===== src/rtl/ring_clk_pkg.sv =====
package ring_clk_pkg;
  // master cycles phi2 stays high for a given set/clear tap pair
  function automatic int high_cycles(int set_tap, int clr_tap);
    return clr_tap - set_tap;
  endfunction
endpackage


===== src/rtl/rck_chain.sv =====
module rck_chain #(
  parameter int RING_W = 8
) (
  input  logic              clk_i,
  input  logic              rst_ni,
  input  logic              en_i,
  output logic [RING_W-1:0] ring_o
);
  logic [RING_W-1:0] ring_q;
  logic              feed;

  assign feed = ~|ring_q;

  always_ff @(posedge clk_i or negedge rst_ni) begin
    if (!rst_ni)   ring_q <= '0;
    else if (en_i) ring_q <= {ring_q[RING_W-2:0], feed};
  end

  assign ring_o = ring_q;

  AST_FEED_ONE: assert property (@(posedge clk_i) disable iff (!rst_ni)
    (en_i && ring_q == '0) |=> ring_q == RING_W'(1));
  AST_SHIFT_UP: assert property (@(posedge clk_i) disable iff (!rst_ni)
    (en_i && ring_q != '0) |=> ring_q == ($past(ring_q) << 1));
  AST_ONE_HOT: assert property (@(posedge clk_i) disable iff (!rst_ni)
    $onehot0(ring_q));
  AST_RING_HOLD: assert property (@(posedge clk_i) disable iff (!rst_ni)
    !en_i |=> $stable(ring_q));
endmodule


===== src/rtl/rck_tap_ff.sv =====
module rck_tap_ff (
  input  logic clk_i,
  input  logic rst_ni,
  input  logic en_i,
  input  logic set_i,
  input  logic clr_i,
  output logic phi2_o
);
  logic phi2_q;

  always_ff @(posedge clk_i or negedge rst_ni) begin
    if (!rst_ni) phi2_q <= 1'b0;
    else if (en_i) begin
      if (set_i)      phi2_q <= 1'b1; // set wins
      else if (clr_i) phi2_q <= 1'b0;
    end
  end

  assign phi2_o = phi2_q;

  AST_SET_RISE: assert property (@(posedge clk_i) disable iff (!rst_ni)
    (en_i && set_i) |=> phi2_q);
  AST_CLR_FALL: assert property (@(posedge clk_i) disable iff (!rst_ni)
    (en_i && clr_i && !set_i) |=> !phi2_q);
  AST_PHI_HOLD: assert property (@(posedge clk_i) disable iff (!rst_ni)
    !en_i |=> $stable(phi2_q));
endmodule


===== src/rtl/rck_phase_enc.sv =====
module rck_phase_enc #(
  parameter int RING_W = 8,
  parameter int IDX_W  = 4
) (
  input  logic              clk_i,
  input  logic              rst_ni,
  input  logic [RING_W-1:0] ring_i,
  output logic [IDX_W:0]    phase_o
);
  logic [IDX_W-1:0] idx;

  always_comb begin
    idx = '0;
    for (int j = RING_W - 1; j >= 0; j--) begin
      if (ring_i[j]) idx = IDX_W'(j + 1);
    end
  end

  // low half of the master cycle is the odd sync point
  assign phase_o = {idx, ~clk_i};

  AST_PHASE_RANGE: assert property (@(posedge clk_i) disable iff (!rst_ni)
    int'(phase_o) < 2 * (RING_W + 1));
endmodule


===== src/rtl/ring_clk_gen.sv =====
module ring_clk_gen #(
  parameter int DIV     = 9,
  parameter int SET_TAP = 2,
  parameter int CLR_TAP = 6,
  localparam int RING_W = DIV - 1,
  localparam int IDX_W  = $clog2(DIV),
  localparam int PH_W   = IDX_W + 1
) (
  input  logic              clk_i,
  input  logic              rst_ni,
  input  logic              en_i,
  output logic              phi2_o,
  output logic              phi2_n_o,
  output logic [RING_W-1:0] ring_o,
  output logic [PH_W-1:0]   phase_o
);
  import ring_clk_pkg::*;

  logic [RING_W-1:0] ring;
  logic              phi2;

  rck_chain #(.RING_W(RING_W)) u_chain (
    .clk_i (clk_i),
    .rst_ni(rst_ni),
    .en_i  (en_i),
    .ring_o(ring)
  );

  rck_tap_ff u_tap_ff (
    .clk_i (clk_i),
    .rst_ni(rst_ni),
    .en_i  (en_i),
    .set_i (ring[SET_TAP]),
    .clr_i (ring[CLR_TAP]),
    .phi2_o(phi2)
  );

  rck_phase_enc #(.RING_W(RING_W), .IDX_W(IDX_W)) u_phase (
    .clk_i  (clk_i),
    .rst_ni (rst_ni),
    .ring_i (ring),
    .phase_o(phase_o)
  );

  assign phi2_o   = phi2;
  assign phi2_n_o = ~phi2;
  assign ring_o   = ring;

  // duty check: a rise and a fall exactly high_cycles() enabled edges apart
  logic [IDX_W:0] hi_cnt;
  always_ff @(posedge clk_i or negedge rst_ni) begin
    if (!rst_ni)           hi_cnt <= '0;
    else if (en_i && phi2) hi_cnt <= hi_cnt + 1'b1;
    else if (!phi2)        hi_cnt <= '0;
  end

  AST_HIGH_WIDTH: assert property (@(posedge clk_i) disable iff (!rst_ni)
    (phi2 && $past(phi2) && !$stable(ring)) |->
      int'(hi_cnt) < high_cycles(SET_TAP, CLR_TAP));
  AST_RESET_LOW: assert property (@(posedge clk_i)
    !rst_ni |-> (!phi2_o && phi2_n_o && ring_o == '0));
endmodule


===== config.mk =====
export PLATFORM = sky130hd
export DESIGN_NAME = ring_clk_gen
export DESIGN_NICKNAME = d
export VERILOG_FILES = /design/src/rtl/ring_clk_pkg.sv /design/src/rtl/rck_chain.sv /design/src/rtl/rck_tap_ff.sv /design/src/rtl/rck_phase_enc.sv /design/src/rtl/ring_clk_gen.sv
export SDC_FILE = /design/constraint.sdc
export NUM_CORES = 1
export LEC_CHECK = 0
export BUFFER_PORTS_ARGS = -buffer_cell sky130_fd_sc_hd__buf_2
export CORE_AREA = 5 5 42 44
export DETAILED_ROUTE_END_ITERATION = 7
export DIE_AREA = 0 0 47 49
export PLACE_DENSITY = 0.54
export SYNTH_ARGS = -nofsm -noshare
export SYNTH_HDL_FRONTEND = slang
export SYNTH_SLANG_ARGS = --single-unit

===== constraint.sdc =====
create_clock -name clk_i -period 1.5 [get_ports clk_i]
set_input_delay 0.3 -clock clk_i [delete_from_list [all_inputs] [get_ports clk_i]]
set_output_delay 0.3 -clock clk_i [all_outputs]
set_load 0.02 [all_outputs]

Word-level counts from Yosys, hierarchy flattened

Cells that the tools add are included.

Add/sub/neg operators: 0
Multipliers: 0
Div/mod/pow operators: 0
$lt $le $gt $ge: 0
Equality and inequality tests: 0
Shift-type cells: 0
Multiplexer cells: 10
Bitwise operators: 2
Reduce and logical (&&, ||, !) cells: 4

Operators by type and width:

| operator            | count |
|---|---|
| two-way mux 4 bit   | 8 |
| OR reduction 8 bit  | 1 |
| two-way mux 1 bit   | 2 |
| inverter 1 bit      | 2 |
| AND reduction 2 bit | 1 |
| nonzero test 2 bit  | 1 |
| logical NOT 1 bit   | 1 |

Flip-flop bits (word level): 9
Bits in latches: 0
Memory bits (writable): 0
Memory bits (read-only): 0
Input bits: 3
Output and inout bits: 15
Logic and storage cells: 18
Memories kept: 0

Logic depth before layout (Yosys ltp)

Gate-level depths: netlist of run 1.

Depth after elaboration: 8
Depth in mapped cells: 3
Gate-level depth less buffers: 3

By module

Synthesis of run 1 repeated with hierarchy kept, for this count alone.

Cell total of the unflattened synthesis: 37
Area total of the unflattened synthesis: 442.9 um^2

By module, submodules not included:

| module        | instances | cells each | area an instance (um^2) |
|---|---|---|---|
| rck_chain     | 1         | 20         | 326.6 |
| rck_phase_enc | 1         | 13         | 75.1 |
| rck_tap_ff    | 1         | 3          | 37.5 |
| ring_clk_gen  | 1         | 1          | 3.8 |

==> results of run 1 <==
layout make-up:
| type | instances | area share |
|---|---|---|
| Timing Repair Buffer | 24 | 0.231 |
| Multi-Input combinational cell | 24 | 0.270 |
| Sequential cell | 9 | 0.352 |
| Inverter | 5 | 0.0287 |
| Clock buffer | 5 | 0.0822 |
| Tap cell | 16 | 0.0306 |
| Clock inverter | 1 | 0.00574 |
routing by layer:
| layer | global-route usage | share of wire | up-vias | wire length [um] |
|---|---|---|---|---|
| li1 | - | - | 193 | - |
| met2 | 0.154 | 0.50 | 13 | 554 |
| met1 | 0.141 | 0.43 | 193 | 482 |
| met3 | 0.0332 | 0.069 | 0 | 77 |
| met4 | 0.0737 | 0 | 0 | 0 |
| met5 | 0 | 0 | - | 0 |
flip-flops by register name (all words and copies together), names as in the netlist:
name             flops
u_chain.ring_o       8
u_tap_ff.phi2_o      1
path summary, 6_finish.rpt:
kind                                   start                end  slack [ns]
max reg2reg                u_chain.ring_o[4]  u_chain.ring_o[0]        0.36
min                                     en_i  u_chain.ring_o[1]        0.40
max                        u_chain.ring_o[4]         phase_o[4]       -0.15
min in group asynchronous             rst_ni  u_chain.ring_o[2]        0.41
max in group asynchronous             rst_ni  u_chain.ring_o[5]        0.88
min reg2reg                  u_tap_ff.phi2_o    u_tap_ff.phi2_o        0.52
kinds of logic after synthesis:
group                  count (synthesis)  synth area share
AO/OA/AOI/OAI                         10             0.129
AND/OR/NAND/NOR                       10             0.147
multiplexers                           4             0.103
flip-flops                             9             0.517
buffers and inverters                  9             0.103
repair_timing:
item,CTS,global route
pin swaps,2,1
endpoints found under the setup margin,5,5
buffers inserted,2,3
hold buffers,1,0
gates resized for setup,8,6
cloned,0,0
endpoints found under the hold margin,9,0
worst register-to-register path, stage by stage (launching register included):
cell and delay, ns:
dfrtp_2 0.43, nor4_4 0.33, buf_4 0.16, nand4_1 0.08, o21ai_0 0.08
metrics by stage:
| stage | hold slack [ns] | total power [mW] | utilization | std cells |
|---|---|---|---|---|
| floorplan | 0.00441 | 1.02 | - | 42 |
| global placement | 0.169 | 1.29 | 0.380 | 74 |
| detailed placement | 0.168 | 1.29 | 0.380 | 74 |
| CTS | 0.394 | 1.68 | 0.441 | 81 |
| global route | 0.428 | 1.92 | 0.467 | 84 |
| finish | 0.402 | 1.78 | 0.467 | 84 |
cells in the final DEF, fill, tap and decap left out:
cell type and n:
dlygate4sd3_1 1, dfrtp_2 4, buf_2 14, clkbuf_8 2, nand2_1 3, clkbuf_4 2
nor3_4 1, dfrtp_1 5, o21ai_1 1, inv_1 5, a22o_1 1, o21ai_0 4
buf_4 8, a21oi_1 3, nand4_1 1, nor4_4 1, inv_2 1, and3_1 1
buf_6 2, nor2b_1 1, o31ai_1 1, nor2_1 2, mux2_2 4
power breakdown:
| group | switching, mW | leakage (nW) | internal (mW) | total [mW] |
|---|---|---|---|---|
| Clock | 0.163 | 0.0350 | 0.231 | 0.394 |
| Sequential | 0.126 | 0.112 | 0.347 | 0.472 |
| Combinational | 0.496 | 0.193 | 0.417 | 0.914 |
==> reports/metrics.cfg, run 1 <==
[timing]
fin_tns_setup_ns=-0.273
fin_crit_ns=1.65
fmax_mhz=607
slew_headroom=0.823
rsz0062_at_grt=yes
drv_slew=0
setup_violations=4
timing.final.ws_setup_ns=-0.149
worst_clock_skew_ns=0.0156
hold_viol_final=0
post-route-period-util=1.10
worst_pin_slew_ns=0.263

[route]
first_pass_iters=4
drt-initial-drc-count=6
drcViolationCount=0
routed_via_density=4.75
num_vias=399
routedWlPerCell_um=13.3
ant_nets=0
drt-total-wl_um=1110

[global_routing]
grt_antenna_before_repair=0
grt_pass1_wl_um=1800
grt_pass1_vias=380
grt_max_degree=14
grt_usage=0.111
overflow=0

[floorplanning]
rows=14
coreArea_um2=1400
dieWidth_um=47
die_y_um=49
dieArea_um2=2300
boundaryPins=18
start_util=0.311

[place]
place.detailed.hpwl_um=738
placed_cell_area_um2=533
portBuffers=17
dpl_worst_slack_ns=0.118
gp_congestion=0.673

[yosys]
synthFlopType=dfrtp_1
synth_area_leaders=dfrtp_1 52%, mux2_2 10%, o21ai_0 5.7%
synth_most_common_cell=dfrtp_1
syn_area_per_cell_um2=10.4
netlist.area_leader.share=0.517
synth.distinct_cells=15
syn-num-nets=45
synth_warnings=0
async_flop_share=1.00
syn_inst=42
synth_area_leader_cell=dfrtp_1
syn-cell-area_um2=435
synth_seq_cells=9
synth_common_cells=9 x dfrtp_1, 6 x inv_1, 5 x o21ai_0
seq_area_frac_synth=0.517
synth-edff-count=0

[power]
vdd_drop_max_v=0.00119
p_per_area_nw_per_um2=2720
leakage_nw=0.340

[finish]
areaGrowthSynthToFinish_pct=50.3
fin_area_um2=654
nNetsFinal=72
final.fill_count=146
drive_gt1_frac=0.574
regArea_um2=230
multi_input_area_um2=176
n_antenna_cell=0

[clocking]
cts_buffers=3
root_buffer=clkbuf_4
cts.path.max_buffers=2
clkLatencyLatePin_ns=0.27
tritoncts=done
cts_htree_levels=1
clkTransAtPathRegs_ns=0.06

[setup_path]
cp_top_family=simple AND/OR/NAND/NOR gates
start_kind=flip-flop
slowest_delay_ns=0.43
criticalPathCategory=reg2out
worstPathMaxFanout=3
path_cells=nor4_4 > and3_1 > buf_6
slowest_stage=dfrtp_2
cp.buffers_inverters=1
arrival_ns=1.35
r2r_cells=4
critPathRequiredTime_ns=1.20
cp.depth=3
endpoint_kind=output pin

[outcome]
status=finished with violations
violations=setup timing

[worst_hold_path]
hp-class=in2reg
whs_path_depth=2

[job]
drv_cap=0

Power figures use the tool's default switching activity.
==> inputs of run 2 (changes only) <==
--- a/config.mk
+++ b/config.mk
@@ -6,9 +6,9 @@
 export NUM_CORES = 1
 export LEC_CHECK = 0
 export BUFFER_PORTS_ARGS = -buffer_cell sky130_fd_sc_hd__buf_2
-export CORE_AREA = 5 5 42 44
+export CORE_AREA = 8 8 45 47
 export DETAILED_ROUTE_END_ITERATION = 7
-export DIE_AREA = 0 0 47 49
+export DIE_AREA = 0 0 53 55
 export PLACE_DENSITY = 0.54
 export SYNTH_ARGS = -nofsm -noshare
 export SYNTH_HDL_FRONTEND = slang
==> reports/metrics.cfg, run 2 (synthesized netlist as in run 1, its figures left out) <==
[finish]
final.fill_count=146  ; unchanged
regArea_um2=231  ; +0.54%
final_cells=84  ; unchanged
nNetsFinal=72  ; unchanged
drive_gt1_frac=0.588  ; +0.0147
fin_area_um2=638  ; -2.5%
layout_common_cells=14 x buf_2, 9 x buf_4, 5 x inv_1, 5 x dfrtp_2
n_antenna_cell=0  ; unchanged
areaGrowthSynthToFinish_pct=46.6
largest_reg_flops=8  ; unchanged
multi_input_area_um2=179  ; +1.4%
final_common_cell=buf_2

[outcome]
violations=setup timing
status=finished with violations

[timing]
worst_clock_skew_ns=0.000608  ; -0.0150 ns
rsz0062_at_grt=yes
slew_headroom=0.845  ; +0.0212
drv_slew=0  ; unchanged
fin_tns_setup_ns=-0.310  ; -0.0379 ns
hold_viol_final=0  ; unchanged
fin_crit_ns=1.61  ; -0.0351 ns
post-route-period-util=1.08  ; -0.0234
fmax_mhz=620  ; +2.2%
timing.final.ws_setup_ns=-0.114  ; +0.0351 ns
setup_violations=4  ; unchanged
worst_pin_slew_ns=0.232  ; -0.0316 ns

[floorplanning]
dieWidth_um=53  ; +13%
start_util=0.315  ; +0.00393
rows=14  ; unchanged
die_y_um=55  ; +12%
dieArea_um2=2920  ; +27%
coreArea_um2=1380  ; -1.2%
boundaryPins=18  ; unchanged

[clocking]
cts_htree_levels=1  ; unchanged
cts.path.max_buffers=2  ; unchanged
root_buffer=clkbuf_4
tritoncts=done
cts_buffers=3  ; unchanged
clkTransAtPathRegs_ns=0.07  ; about the same
clkLatencyLatePin_ns=0.26  ; about the same

[setup_path]
worstPathMaxFanout=4  ; +1
r2r-end=u_chain.ring_o[0]
endpoint_kind=output pin
critPathRequiredTime_ns=1.20  ; about the same
r2r-start=u_chain.ring_o[4]
criticalPathCategory=reg2out
r2r_cells=3  ; -1
regToRegSetupSlack_ns=0.49  ; +0.13 ns
start_kind=flip-flop
arrival_ns=1.31  ; -0.04 ns

[route]
drt-initial-drc-count=3  ; -3
routedWlPerCell_um=12.7  ; -4.2%
ant_nets=0  ; unchanged
drcViolationCount=0  ; unchanged
drt-total-wl_um=1070  ; -4.2%
num_vias=374  ; -6.3%
first_pass_iters=3  ; -1
routed_via_density=4.45  ; -6.3%

[power]
p_clk_frac=0.185  ; -0.036
p_comb_frac=0.535  ; +0.022
leakage_nw=0.329  ; -3.3%
p_sw_mw=0.764  ; -2.7%
swShare=0.458  ; +0.0171
p_int_mw=0.904  ; -9.2%
p_per_area_nw_per_um2=2610  ; -3.9%
vdd_drop_max_v=0.00111  ; -6.7%
p_seq_frac=0.280  ; +0.015

[global_routing]
grt_max_degree=14  ; unchanged
grt_usage=0.0838  ; -0.0267
overflow=0  ; unchanged
grt_antenna_before_repair=0  ; unchanged
grt_pass1_vias=419  ; +10%
grt_pass1_wl_um=1840  ; +1.9%

[place]
portBuffers=17  ; unchanged
dpl.cell_count=74  ; unchanged
place.detailed.hpwl_um=799  ; +8.2%
placed_cell_area_um2=533  ; unchanged
gp_congestion=0.776  ; +15%

[job]
drv_cap=0  ; unchanged

[worst_hold_path]
hp-class=in2async

[run 2: cell types whose count changed in the layout (fill, tap and decap cells not counted), sizes merged]
cell | previous run | this run
clkbuf | 4 | 3
clkinv | 0 | 1
[run 2: cell type report]
type                    instances  share of cell area
repair buffers                 24               0.231
well taps                      16              0.0314
flip-flops and latches          9               0.363
clock buffers                   4              0.0529
inverters                       5              0.0294
clock inverters                 2              0.0118
multi-input cells              24               0.280
[run 2: power groups by stage]
| stage | logic (mW) | clock network (mW) | registers (mW) |
|---|---|---|---|
| floorplan | 0.419 | 0.0478 | 0.552 |
| global placement | 0.762 | 0.0705 | 0.460 |
| detailed placement | 0.766 | 0.0705 | 0.465 |
| CTS | 0.896 | 0.310 | 0.452 |
| global route | 0.982 | 0.336 | 0.484 |
| finish | 0.892 | 0.308 | 0.467 |
[run 2: critical path: stages, from the launching register on]
cell and delay (ns):
dfrtp_2 0.44, buf_4 0.15, nor2_2 0.09, o21ai_1 0.07
a21oi_1 0.15, buf_4 0.16
[run 2: routing by layer]
| metal | vias up | wire length, um | GRT usage |
|---|---|---|---|
| li1 | 194 | - | - |
| met1 | 167 | 462 | 0.0936 |
| met2 | 11 | 491 | 0.137 |
| met3 | 2 | 85 | 0.0160 |
| met4 | 0 | 27 | 0.0690 |
| met5 | - | 0 | 0 |
[run 2: worst max-delay path by stage]
stage	startpoint	cells after the start	slack, ns	to
6_report	u_chain.ring_o[4]	5	-0.11	phase_o[2]
5_1_grt	u_chain.ring_o[4]	5	-0.19	phase_o[2]
4_1_cts	u_chain.ring_o[4]	3	-0.14	phase_o[4]
3_5_place_dp	u_chain.ring_o[6]	3	0.12	phase_o[4]
3_3_place_gp	u_chain.ring_o[6]	3	0.14	phase_o[4]
2_1_floorplan	u_chain.ring_o[5]	3	0.003	phase_o[1]
[run 2: timing repair]
item                                    in CTS  in global routing
hold buffers                                 1                  0
pin swaps                                    4                  3
endpoints found under the setup margin       5                  5
endpoints found under the hold margin        9                  0
setup buffers                                5                  0
gates resized for setup                      9                  5
[run 2: metrics by stage]
step	setup slack [ns]	hold slack (ns)	utilization	power [mW]
6_report	-0.114	0.411	0.461	1.67
3_5_place_dp	0.116	0.165	0.385	1.30
4_1_cts	-0.138	0.413	0.453	1.66
3_3_place_gp	0.141	0.167	0.385	1.29
5_1_grt	-0.189	0.438	0.461	1.80
2_1_floorplan	0.00346	0.00441	-	1.02
==> inputs of run 3 (changes only) <==
--- a/config.mk
+++ b/config.mk
@@ -9,7 +9,8 @@
 export CORE_AREA = 8 8 45 47
 export DETAILED_ROUTE_END_ITERATION = 7
 export DIE_AREA = 0 0 53 55
-export PLACE_DENSITY = 0.54
+export PLACE_DENSITY = 0.55
 export SYNTH_ARGS = -nofsm -noshare
 export SYNTH_HDL_FRONTEND = slang
+export SYNTH_HIERARCHICAL = 1
 export SYNTH_SLANG_ARGS = --single-unit
==> reports/metrics.cfg, run 3 <==
[outcome]
status=finished with violations
violations=setup timing

[route]
num_vias=402  ; +7.5%
drcViolationCount=0  ; unchanged
ant_nets=0  ; unchanged
drt-total-wl_um=1180  ; +11%
routed_via_density=4.96  ; +11%
routedWlPerCell_um=14.6  ; +15%
drt-initial-drc-count=10  ; +7
first_pass_iters=4  ; +1

[setup_path]
arrival_ns=1.34  ; +0.03 ns
endpoint_kind=output pin
critPathRequiredTime_ns=1.20  ; about the same
r2r_cells=4  ; +1
r2r-start=u_chain/ring_o[5]
start_kind=flip-flop
r2r-end=u_chain/ring_o[0]
criticalPathCategory=reg2out
regToRegSetupSlack_ns=0.10  ; -0.39 ns
worstPathMaxFanout=4  ; unchanged

[yosys]
synth_area_leader_cell=dfrtp_1
synth_seq_cells=9  ; unchanged
syn_inst=37  ; -12%
synth-edff-count=0  ; unchanged
synth.distinct_cells=17  ; +2
synth_warnings=6  ; +6
syn-num-nets=40  ; -11%
async_flop_share=1.00  ; unchanged
synth_area_leaders=dfrtp_1 51%, mux2_2 18%, a21oi_1 3.4%
seq_area_frac_synth=0.508  ; -0.00877
synth_common_cells=9 x dfrtp_1, 7 x mux2_2, 4 x inv_1
netlist.area_leader.share=0.508  ; -0.00877
syn_area_per_cell_um2=12.0  ; +15%
synthFlopType=dfrtp_1
syn-cell-area_um2=443  ; +1.7%
synth_most_common_cell=dfrtp_1

[finish]
areaGrowthSynthToFinish_pct=55.6
final.fill_count=129  ; -12%
layout_common_cells=13 x buf_2, 8 x buf_4, 7 x mux2_2
largest_reg_flops=8  ; unchanged
final_common_cell=buf_2
drive_gt1_frac=0.677  ; +0.0887
nNetsFinal=69  ; -4.2%
n_antenna_cell=0  ; unchanged
final_cells=81  ; -3.6%

[clocking]
cts_buffers=3  ; unchanged
cts.path.max_buffers=2  ; unchanged
root_buffer=clkbuf_4
clkTransAtPathRegs_ns=0.06  ; about the same
tritoncts=done
clkLatencyLatePin_ns=0.27  ; about the same
cts_htree_levels=1  ; unchanged

[power]
p_sw_mw=0.893  ; +17%
p_clk_frac=0.192  ; +0.007
leakage_nw=0.353  ; +7.3%
p_seq_frac=0.269  ; -0.011
power.total_mw=2.01  ; +21%
p_comb_frac=0.539  ; +0.004
p_int_mw=1.12  ; +24%
swShare=0.444  ; -0.0140
p_per_area_nw_per_um2=2920  ; +12%
vdd_drop_max_v=0.00119  ; +7.0%

[global_routing]
grt_antenna_before_repair=0  ; unchanged
grt_pass1_wl_um=1860  ; +1.1%
grt_max_degree=11  ; -3
grt_usage=0.0886  ; +0.00472
grt_pass1_vias=410  ; -2.1%
overflow=0  ; unchanged

[place]
gp_congestion=0.686  ; -12%
portBuffers=17  ; unchanged
dpl_worst_slack_ns=0.116  ; -0.000380 ns
dpl.cell_count=73  ; -1.4%
place.detailed.hpwl_um=816  ; +2.1%

[timing]
slew_headroom=0.813  ; -0.0315
drv_slew=0  ; unchanged
fmax_mhz=610  ; -1.5%
hold_viol_final=0  ; unchanged
worst_pin_slew_ns=0.281  ; +0.0490 ns
fin_crit_ns=1.64  ; +0.0246 ns
fin_tns_setup_ns=-0.365  ; -0.0543 ns
worst_clock_skew_ns=0.0191  ; +0.0184 ns
rsz0062_at_grt=yes
setup_violations=3  ; -1
post-route-period-util=1.09  ; +0.0164
timing.final.ws_setup_ns=-0.138  ; -0.0246 ns

[floorplanning]
dieArea_um2=2920  ; unchanged
boundaryPins=18  ; unchanged
rows=14  ; unchanged
start_util=0.320  ; +0.00542
coreArea_um2=1380  ; unchanged
die_y_um=55  ; unchanged
dieWidth_um=53  ; unchanged

[job]
drv_cap=0  ; unchanged

[worst_hold_path]
holdCritStartpoint=en_i
hp-class=in2reg
hold_path_end=u_chain/ring_o[0]
whs_path_depth=3

-- run 3: repair_timing --
action | 4_1_cts | 5_1_grt
hold endpoints to repair | 9 | 0
pin swaps | 1 | 2
cloned | 0 | 0
resized for setup | 11 | 5
hold buffers | 1 | 0
endpoints found under the setup margin | 5 | 5
setup buffers | 1 | 2
-- run 3: worst max-delay path, stage by stage, from the launching register on --
cell	delay, ns
dfrtp_2	0.43
nor4_4	0.30
and4b_1	0.24
buf_6	0.12
-- run 3: worst max-delay path by stage --
stage                            startpoint    endpoint  slack, ns  cells after the start
after floorplan           u_chain/ring_o[6]  phase_o[1]       0.02                      2
after global placement    u_chain/ring_o[4]  phase_o[4]       0.15                      3
after detailed placement  u_chain/ring_o[4]  phase_o[4]       0.12                      3
after CTS                 u_chain/ring_o[4]  phase_o[4]      -0.14                      3
after global routing      u_chain/ring_o[4]  phase_o[3]      -0.22                      4
final                     u_chain/ring_o[4]  phase_o[4]      -0.14                      3
-- run 3: metal layers --
metal,vias to the layer above,wire length (um),share of wire,GRT usage
met1,187,443,0.37,0.0898
met4,0,0,0,0.0560
li1,192,-,-,-
met2,23,568,0.48,0.137
met5,-,0,0,0
met3,0,170,0.14,0.0535
-- run 3: logic make-up (layout without fill, tap and decap cells) --
group / Yosys count / count (layout) / synth area share
flops: 9 / 9 / 0.508
simple gates: 9 / 9 / 0.144
compound gates: 7 / 7 / 0.110
mux: 7 / 7 / 0.178
buf+inv: 5 / 33 / 0.0593
-- run 3: power groups by stage --
stage                     combinational (mW)  sequential, mW  clock (mW)
after floorplan                        0.425           0.631      0.0478
after global placement                 0.913           0.507      0.0705
after detailed placement               0.925           0.512      0.0705
after CTS                               1.02           0.527       0.399
after global routing                    1.18           0.565       0.413
final                                   1.08           0.541       0.385
-- run 3: metrics by stage --
step / hold WS (ns) / util / area [um^2]
global placement: 0.164 / 0.414 / 573
floorplan: 0.00441 / - / 449
global route: 0.405 / 0.498 / 689
detailed placement: 0.165 / 0.414 / 573
CTS: 0.390 / 0.478 / 662
finish: 0.397 / 0.498 / 689
-- run 3: cell type report --
type                            instances  area (um^2)  area share
Multi-Input combinational cell         23          214       0.310
Timing Repair Buffer                   24          158       0.229
Sequential cell                         9          229       0.332
Inverter                                3         11.3      0.0163
Clock inverter                          1         3.75     0.00544
Tap cell                               16         20.0      0.0290
Clock buffer                            5         53.8      0.0780
